===== src/rtl/wmask_gpio_pkg.sv =====
package wmask_gpio_pkg;
    localparam int HALF_REGS = 4;
    localparam int REG_BYTES = 4;
    localparam int IDX_LVL_LO = 0;
    localparam int IDX_LVL_HI = 1;
    localparam int IDX_DIR_LO = 2;
    localparam int IDX_DIR_HI = 3;
    localparam logic [7:0]  OFF_PIN_LEVELS = 8'h70;
    localparam logic [7:0]  OFF_VERSION    = 8'h78;
    localparam logic [31:0] VERSION_WORD   = 32'h0100_0C2B;
endpackage


===== src/rtl/wmask_gpio_sync.sv =====
module wmask_gpio_sync #(
    parameter int W      = 32,
    parameter int STAGES = 2
) (
    input  logic         clk,
    input  logic         rst_n,
    input  logic [W-1:0] din,
    output logic [W-1:0] dout
);
    logic [W-1:0] stg_d [STAGES];
    logic [W-1:0] stg_q [STAGES];

    always_comb begin
        stg_d[0] = din;
        for (int s = 1; s < STAGES; s++) begin
            stg_d[s] = stg_q[s-1];
        end
    end

    always_ff @(posedge clk or negedge rst_n) begin
        if (!rst_n) begin
            for (int s = 0; s < STAGES; s++) begin
                stg_q[s] <= '0;
            end
        end else begin
            stg_q <= stg_d;
        end
    end

    assign dout = stg_q[STAGES-1];
endmodule


===== src/rtl/wmask_gpio_half.sv =====
module wmask_gpio_half #(
    parameter int W = 16
) (
    input  logic         clk,
    input  logic         rst_n,
    input  logic         wr_en,
    input  logic [W-1:0] wr_mask,
    input  logic [W-1:0] wr_bits,
    output logic [W-1:0] q
);
    typedef struct packed {
        logic [W-1:0] bits;
    } half_state_t;

    half_state_t st_d, st_q;

    always_comb begin
        st_d = st_q;
        if (wr_en) begin
            st_d.bits = (st_q.bits & ~wr_mask) | (wr_bits & wr_mask);
        end
    end

    always_ff @(posedge clk or negedge rst_n) begin
        if (!rst_n) begin
            st_q <= '0;
        end else begin
            st_q <= st_d;
        end
    end

    assign q = st_q.bits;
endmodule


===== src/rtl/wmask_gpio_bank.sv =====
module wmask_gpio_bank
    import wmask_gpio_pkg::*;
#(
    parameter int ADDR_W      = 8,
    parameter int PINS        = 32,
    parameter int SYNC_STAGES = 2
) (
    input  logic              clk,
    input  logic              rst_n,
    input  logic [ADDR_W-1:0] addr,
    input  logic              wr_en,
    input  logic [PINS-1:0]   wr_data,
    output logic [PINS-1:0]   rd_data,
    input  logic [PINS-1:0]   pin_in,
    output logic [PINS-1:0]   pin_out,
    output logic [PINS-1:0]   pin_oe
);
    localparam int HALF = PINS / 2;

    logic [HALF-1:0] half_q [HALF_REGS];
    logic [PINS-1:0] pins_sync;

    for (genvar g = 0; g < HALF_REGS; g++) begin : g_half
        logic sel;
        assign sel = wr_en && (addr == ADDR_W'(g * REG_BYTES));
        wmask_gpio_half #(.W(HALF)) u_half (
            .clk     (clk),
            .rst_n   (rst_n),
            .wr_en   (sel),
            .wr_mask (wr_data[PINS-1:HALF]),
            .wr_bits (wr_data[HALF-1:0]),
            .q       (half_q[g])
        );
    end

    wmask_gpio_sync #(.W(PINS), .STAGES(SYNC_STAGES)) u_sync (
        .clk   (clk),
        .rst_n (rst_n),
        .din   (pin_in),
        .dout  (pins_sync)
    );

    assign pin_out = {half_q[IDX_LVL_HI], half_q[IDX_LVL_LO]};
    assign pin_oe  = {half_q[IDX_DIR_HI], half_q[IDX_DIR_LO]};

    always_comb begin
        rd_data = '0;
        for (int i = 0; i < HALF_REGS; i++) begin
            if (addr == ADDR_W'(i * REG_BYTES)) begin
                rd_data[HALF-1:0] = half_q[i];
            end
        end
        if (addr == ADDR_W'(OFF_PIN_LEVELS)) begin
            rd_data = pins_sync;
        end
        if (addr == ADDR_W'(OFF_VERSION)) begin
            rd_data = PINS'(VERSION_WORD);
        end
    end
endmodule


===== config.mk =====
export PLATFORM = sky130hd
export DESIGN_NAME = wmask_gpio_bank
export DESIGN_NICKNAME = d
export VERILOG_FILES = /design/src/rtl/wmask_gpio_pkg.sv /design/src/rtl/wmask_gpio_sync.sv /design/src/rtl/wmask_gpio_half.sv /design/src/rtl/wmask_gpio_bank.sv
export SDC_FILE = /design/constraint.sdc
export NUM_CORES = 1
export LEC_CHECK = 0
export ABC_AREA = 1
export ABC_CLOCK_PERIOD_IN_PS = 1200
export BUFFER_PORTS_ARGS = -buffer_cell sky130_fd_sc_hd__clkbuf_2
export CAP_MARGIN = 30
export CORE_MARGIN = 2
export CORE_UTILIZATION = 45
export CTS_BUF_LIST = sky130_fd_sc_hd__clkbuf_16
export DETAILED_ROUTE_END_ITERATION = 6
export HOLD_SLACK_MARGIN = 0.03
export PLACE_DENSITY = 0.82
export SYNTH_ARGS = -nofsm -noshare
export SYNTH_HDL_FRONTEND = slang
export SYNTH_SLANG_ARGS = --single-unit

===== constraint.sdc =====
create_clock -name clk -period 1.2 [get_ports clk]
set_input_delay 0.12 -clock clk [delete_from_list [all_inputs] [get_ports clk]]
set_output_delay 0.12 -clock clk [all_outputs]
set_load 0.02 [all_outputs]

======== Yosys cells after proc, flatten, opt, wreduce, memory -nomap -nowiden ========
Cells that the tools add are included.
word-level totals
  flip-flop bits (word level) ............. 128
  input bits .............................. 75
  output and inout port bits .............. 96
  word-level logic and storage cells ...... 32
operators by class
  equal/unequal tests ..................... 5
  mux-type cells .......................... 6
  bitwise gates (word level) .............. 10
  reduce and logical (&&, ||, !) cells .... 5
operator list
  cell                number
  $and 16x16->16      5
  $mux 16             4
  $mux 32             2
  $or 16x16->16       4
  $eq 8x4->1 const B  2
  $eq 8x7->1 const B  2
  $not 16->16         1
  $eq 8x3->1 const B  1
  $logic_not 8->1     1
  $logic_and 1x1->1   4

======== Depth between registers and ports, before layout ========
Gate-level depths: netlist of run 1.
  word-level depth ........................ 7
  mapped depth ............................ 10
  depth with buffers taken out ............ 9

======== By module ========
From an unflattened synthesis of run 1, not the netlist that was laid out.
unflattened totals
  cells, all modules ...................... 606
  area total of the unflattened synthesis .. 5338.9 µm²
modules (own cells, without submodules)
  module           times used  cells an instance  area each (µm²)  sequential area each (µm²)
  wmask_gpio_half  4           83                 694.4            400.4
  wmask_gpio_sync  1           64                 1601.5           1601.5
  wmask_gpio_bank  1           210                959.7            0.0

======== Worst setup path before layout of run 1 ========
Ideal clock, no wire load.
  kind .................................... input to output
  start point ............................. input addr[4]
  end point ............................... output rd_data[14]
  arrival ................................. 1.206 ns
  data required time ...................... 1.080 ns
  slack ................................... -0.126 ns
  stages .................................. 9
  buffers on the path ..................... 2
  path through ............................ nor2_2 -> nand2_2 -> inv_2 -> buf_6 -> buf_2 -> nand3_1 -> nand3_1 -> nor2_1 -> nor2_1
between the ends
  cells in the longest elaborated chain, start to end .. 7
  elaborated cells on any way between the ends .. 12
  classes of those cells .................. eq/ne: 5; mux: 6; reduce/logical: 1
RTL lines
  what                  line                   source
  start, declared       wmask_gpio_bank.sv:10  input logic [ADDR_W-1:0] addr,
  $logic_not 8->1       wmask_gpio_bank.sv:49  if (addr == ADDR_W'(i * REG_BYTES)) begin
  $mux 16 (4 in a row)  wmask_gpio_bank.sv:49
  $mux 32               wmask_gpio_bank.sv:53  if (addr == ADDR_W'(OFF_PIN_LEVELS)) begin
  $mux 32 *             wmask_gpio_bank.sv:56  if (addr == ADDR_W'(OFF_VERSION)) begin
  end, declared         wmask_gpio_bank.sv:13  output logic [PINS-1:0] rd_data,
Every way passes the cells marked *; elsewhere a longest branch is shown, timed or not.

==> results of run 1 <==
synth_stat cells (2+ instances only):
cell type    n  area share
nand2_1    193        0.14
dfrtp_1    128        0.63
nor2_1      44       0.032
inv_1       40       0.029
o21ai_0     34       0.033
nand3_1     32       0.031
o21ai_1     31       0.030
a21oi_1     16       0.016
buf_2        5      0.0049
nor2_4       5       0.011
buf_6        4      0.0088
nand2_2      3      0.0037
nor2_2       3      0.0037
clkbuf_1     2      0.0015
nand4_1      2      0.0025
o2111ai_1    2      0.0034
through the flow:
stage / std cells / setup TNS, ps
after detailed placement: 892 / -20280
after global routing: 1033 / -9973
after global placement: 892 / -15960
after CTS: 1026 / -6758
final: 1033 / -8171
after floorplan: 552 / -8.835
layer usage:
metal	global-route usage	wire [µm]	up-vias
met5	0	0	-
met4	0.1767	1494	0
met3	0.09605	1993	135
met2	0.5476	11160	484
met1	0.3899	7770	2755
li1	-	-	2419
critical path: stages (launching register included):
cell and delay (ps):
dfrtp_1 350, inv_2 50, o2111ai_2 180, nand2_1 100, a21oi_2 200, clkbuf_8 180
final cells by class:
cell class	instances	area, µm²
inverter	41	171.4
fill	499	1718
multi-input combinational	370	2023
tap	140	175.2
sequential	128	3204
timing repair buffer	322	3049
clock inverter	15	168.9
clock buffer	17	425.4
path summary, 6_finish.rpt:
check                                 from               end  slack (ps)  cells past startpoint
max                               register       rd_data[15]        -410                      5
min                                  rst_n  u_sync.stg_d[18]         130                      2
max reg2reg                       register          register         290                      4
min reg2reg                u_sync.stg_d[9]    u_sync.dout[9]         350                      0
max in group asynchronous            rst_n         async pin         400                      3
min in group clk                pin_in[28]  u_sync.stg_d[28]         330                      2
cell families after synthesis:
| kind of cell | count (synthesis) | share of synthesized area |
|---|---|---|
| AND/OR/NAND/NOR | 287 | 0.2385 |
| AO/OA/AOI/OAI | 83 | 0.08301 |
| buffers and inverters | 54 | 0.04985 |
| flip-flops | 128 | 0.6287 |
timing repair:
action | CTS | global route
gates cloned | 2 | 0
endpoints found under the hold margin | 224 | 0
hold buffers | 65 | 0
buffers inserted | 37 | 23
pin swaps | 39 | 38
setup endpoints to repair | 34 | 72
gates resized for setup | 131 | 238
where the power goes:
group | total (mW) | internal [mW] | leakage (nW) | switching, mW
Combinational | 1.04 | 0.487 | 2.58 | 0.551
Clock | 5.31 | 3.25 | 0.278 | 2.07
Sequential | 4.59 | 4.48 | 1.63 | 0.105
==> metrics.md, run 1 <==
| Metric | Value |
|---|---|
| Outcome | complete, but fails checks |
| Failing checks | negative setup slack |
| Power Density | 1187 nW/µm² |
| CTS tree | built |
| Synth Flop Type | dfrtp_1 |
| CP required | 1080 ps |
| Cells after synthesis | 552 |
| GR Overflow Total | 0 |
| Mapped Area | 5095 µm² |
| Row cnt | 38 |
| WP data arrival | 1490 ps |
| Yosys cell types | 24 |
| Gr usage total | 0.3308 |
| Commonest non-fill, non-tap cell in the layout | nand2_1 |
| Initial cell density of the core | 0.4659 |
| Least-Margin Pin Slew | 352.9 ps |
| Post-Layout Inst Area | 9218 µm² |
| Num CTS Buffers | 17 |
| Post-DP HPWL | 10880 µm |
| H-tree levels | 4 |
| Seq cells post-synth | 128 |
| WHS | 134.1 ps |
| RSZ-0062 raised after global routing | true |
| Most frequent cells in the layout | nand2_1, dfrtp_1, clkbuf_2 |
| Worst-path clk slew | 70 ps |
| Final core occ | 0.8429 |
| Ant diodes | 0 |
| Area grow syn2layout | 80.92% |
| DRC | 0 |
| Crit Path Class | register to output port |
| Worst-Skew Late Latency | 440 ps |
| Pre-CTS WS | -373.4 ps |
| Pin count of the biggest net entering global routing | 68 |
| Via count | 5793 |
| Via-to-Cell Ratio | 5.608 |
| Final setup fails | 43 |
| Worst Skew | 11.54 ps |
| Maxcap violations | 0 |
| Num ports | 171 |
| Clk root buf | clkbuf_16 |
| Total power | 10.94 mW |
| Die W | 110.4 µm |
| Max Freq | 0.6228 GHz |
| Routability-driven placement congestion ratio | 0.8794 |
| Placed Area | 6525 µm² |
| Tmin final | 1606 ps |
| Final WL | 22420 µm |
| CP Capture Type | output port |
| Crit share post-route | 1.338 |
| Global-route wire length before repair | 31460 µm |
| Max-slew violation count | 0 |
| Die area | 12190 µm² |
| Seq/Total Area, Yosys | 0.6287 |
| Wire length per cell | 21.71 µm |
| Post-synth EDFFs | 0 |
| Initial antenna violation count | 0 |
| Worst vdd ir | 0.001249 V |
| Router iterations before antenna repair | 5 |
| Final setup margin | -405.6 ps |
| Pleak | 4.487 nW |
| Core area | 10940 µm² |
| Clk buf depth | 2 |
| Port Buf Inserts | 170 |
| Synthesized Nets | 627 |
| CTS Sinks | 128 |
| Hold Crit Class | primary input to async pin |
| Async SR Flop Fraction | 1.000 |
| Vias in the first global route | 5992 |
| Initial DRC Count | 605 |
| Maximum fanout along the worst path | 2 |
| Layout cells sized above 1 | 0.4311 |
| Antenna Violating Nets Remaining | 0 |
| Final net count | 955 |
| Worst slew margin | 0.7647 |
| Synth warn | 0 |
| Chip Height | 110.4 µm |
| Average cell area after synthesis | 9.230 µm² |
| Final Hold Vio Count | 0 |
| Worst Setup Start Kind | register |
Note: power is estimated with default switching activity, not from simulation.
==> inputs of run 2 (changes only) <==
- PLACE_DENSITY: 0.82 -> not set
- PLACE_DENSITY_LB_ADDON: not set -> 0.05
==> run 2 against run 1 <==
The run still ends with negative setup slack left; sequential power about the same; first-iteration DRC count decreased by 32%; cell count grew 1.5%; hold slack improved by 55 ps; clock-buffer cell count unchanged; via count fell by 6.9%; worst setup slack better by 68 ps; routed wire length decreased by 16%; design area up 2.6%; clock power down 4.9%.
==> metrics.md, run 2 (same netlist as run 1, synthesis figures left out) <==
| Metric | Value |
|---|---|
| CTS Sinks | 128 (unchanged) |
| Worst Setup Start Kind | register (unchanged) |
| DRC | 0 (unchanged) |
| Slowest CP cell | dfrtp_1 (unchanged) |
| Least-Margin Pin Slew | 412.0 ps (was 352.9 ps) |
| Core area | 10940 µm² (unchanged) |
| Gr usage total | 0.3017 (was 0.3308) |
| Die W | 110.4 µm (unchanged) |
| Crit Path Class | register to output port (unchanged) |
| Maximum fanout along the worst path | 2 (unchanged) |
| CP top delay family | flip-flops (was compound AO/OA/AOI/OAI gates) |
| Final setup TNS | -6114 ps (was -8171 ps) |
| Layout cells sized above 1 | 0.4493 (was 0.4311) |
| Clk buf depth | 2 (unchanged) |
| CP required | 1080 ps (about the same) |
| Final core occ | 0.8651 (was 0.8429) |
| Global-route wire length before repair | 28640 µm (was 31460 µm) |
| CP Cell Sequence | nand2_2 > nand3_2 > nor2_2 > nor2_2 > clkbuf_8 (was inv_2 > o2111ai_2 > nand2_1 > a21oi_2 > clkbuf_8) |
| Hold Crit Class | primary input to async pin (unchanged) |
| Failing checks | negative setup slack (unchanged) |
| WP buf/inv | 1 (was 2) |
| CP Capture Type | output port (unchanged) |
| Via count | 5394 (was 5793) |
| Slowest stage delay, CP | 440 ps (was 350 ps) |
| GR Overflow Total | 0 (unchanged) |
| Row cnt | 38 (unchanged) |
| Clk root buf | clkbuf_16 (unchanged) |
| Most frequent cells in the layout | nand2_1, dfrtp_1, clkbuf_2 (unchanged) |
| Power Density | 1128 nW/µm² (was 1187 nW/µm²) |
| Final setup margin | -338.0 ps (was -405.6 ps) |
| Initial DRC Count | 413 (was 605) |
| Outcome | complete, but fails checks (unchanged) |
| Antenna Violating Nets Remaining | 0 (unchanged) |
| Via-to-Cell Ratio | 5.147 (was 5.608) |
| Final WL | 18920 µm (was 22420 µm) |
| Wire length per cell | 18.05 µm (was 21.71 µm) |
| CTS tree | built (unchanged) |
| Worst-path clk slew | 60 ps (was 70 ps) |
| Worst Skew | 4.434 ps (was 11.54 ps) |
| Router iterations before antenna repair | 5 (unchanged) |
| Worst slew margin | 0.7253 (was 0.7647) |
| Num ports | 171 (unchanged) |
| Max-slew violation count | 0 (unchanged) |
| Die area | 12190 µm² (unchanged) |
| Ant diodes | 0 (unchanged) |
| Num CTS Buffers | 17 (unchanged) |
| H-tree levels | 4 (unchanged) |
| Crit-path most repeated cell | nor2_2 |
| Worst-Skew Late Latency | 410 ps (was 440 ps) |
| Post-DP HPWL | 10690 µm (was 10880 µm) |
| Final Hold Vio Count | 0 (unchanged) |
| Maxcap violations | 0 (unchanged) |
| Tmin final | 1538 ps (was 1606 ps) |
| Routability-driven placement congestion ratio | 0.8910 (was 0.8794) |
| WP data arrival | 1420 ps (was 1490 ps) |
| Crit share post-route | 1.282 (was 1.338) |
| Area grow syn2layout | 85.68% (was 80.92%) |
| Max Freq | 0.6502 GHz (was 0.6228 GHz) |
| Final setup fails | 35 (was 43) |
| Initial cell density of the core | 0.4659 (unchanged) |
| Port Buf Inserts | 170 (unchanged) |
| RSZ-0062 raised after global routing | true (unchanged) |
| Final net count | 971 (was 955) |
| Initial antenna violation count | 0 (unchanged) |
| Final std cells w/o fill | 1048 (was 1033) |
| WHS | 189.1 ps (was 134.1 ps) |
| Pleak | 4.665 nW (was 4.487 nW) |
| Commonest non-fill, non-tap cell in the layout | nand2_1 (unchanged) |
| Pin count of the biggest net entering global routing | 38 (was 68) |
| Cells after DPL | 897 (was 892) |
| Worst vdd ir | 0.001280 V (was 0.001249 V) |
| Vias in the first global route | 5601 (was 5992) |
| Chip Height | 110.4 µm (unchanged) |
==> run 2: cell count changes in the layout (fill, tap and decap cells not counted), sizes merged <==
cell / before / now
bufbuf: 0 / 1
buf: 151 / 161
inv: 41 / 45
clkbuf: 123 / 128
clkinv: 7 / 4
clkinvlp: 5 / 3
==> run 2: what timing repair did <==
| action | 4_1_cts | 5_1_grt |
|---|---|---|
| pin swaps | 49 | 34 |
| resized for setup | 159 | 222 |
| gates cloned | 4 | 0 |
| endpoints found under the hold margin | 224 | 0 |
| setup buffers | 39 | 29 |
| setup endpoints to repair | 34 | 75 |
| hold buffers | 65 | 0 |
==> run 2: power breakdown <==
part / total [mW] / switching [mW] / internal, mW
combinational: 1.05 / 0.530 / 0.515
clock: 5.05 / 1.84 / 3.21
sequential: 4.58 / 0.0906 / 4.49
total: 10.7 / 2.46 / 8.21
==> run 2: path summary, 6_finish.rpt <==
kind                            startpoint        endpoint  slack, ps  cells past startpoint
setup / recovery                  register     rd_data[14]       -340                      5
hold / removal                       rst_n       async pin        190                      2
setup reg to reg                  register        register        310                      4
hold reg to reg            u_sync.stg_d[6]  u_sync.dout[6]        350                      0
max in group asynchronous            rst_n       async pin        510                      3
min in group clk           u_sync.stg_d[6]  u_sync.dout[6]        350                      0
==> run 2: metal layers <==
layer | vias up | track usage | wire length [µm] | part of all wire
met5 | - | 0 | 0 | 0
met4 | 0 | 0.1042 | 553 | 0.029
met3 | 46 | 0.07794 | 1430 | 0.076
met2 | 277 | 0.5112 | 9670 | 0.51
met1 | 2609 | 0.3764 | 7263 | 0.38
li1 | 2462 | - | - | -
==> run 2: cell type report <==
class | count | area, µm²
Multi-Input combinational cell | 370 | 2095
Clock buffer | 17 | 425.4
Inverter | 41 | 181.4
Fill cell | 560 | 1475
Clock inverter | 14 | 151.4
Timing Repair Buffer | 338 | 3228
Tap cell | 140 | 175.2
Sequential cell | 128 | 3204
==> run 2: worst reg2reg max path: stages, from the launching register on <==
cell and delay [ps]:
dfrtp_1 400, buf_6 130, buf_4 130, nand2_4 60
o21ai_2 60
==> run 2: stage by stage <==
step                power (mW)  worst slack, ps  area, µm²
global placement         5.244           -286.2       6579
finish                   10.67           -338.0       9460
floorplan                4.832           -8.835       5145
global route             11.02           -380.4       9460
detailed placement       5.264           -328.2       6579
CTS                      10.57           -327.1       8832
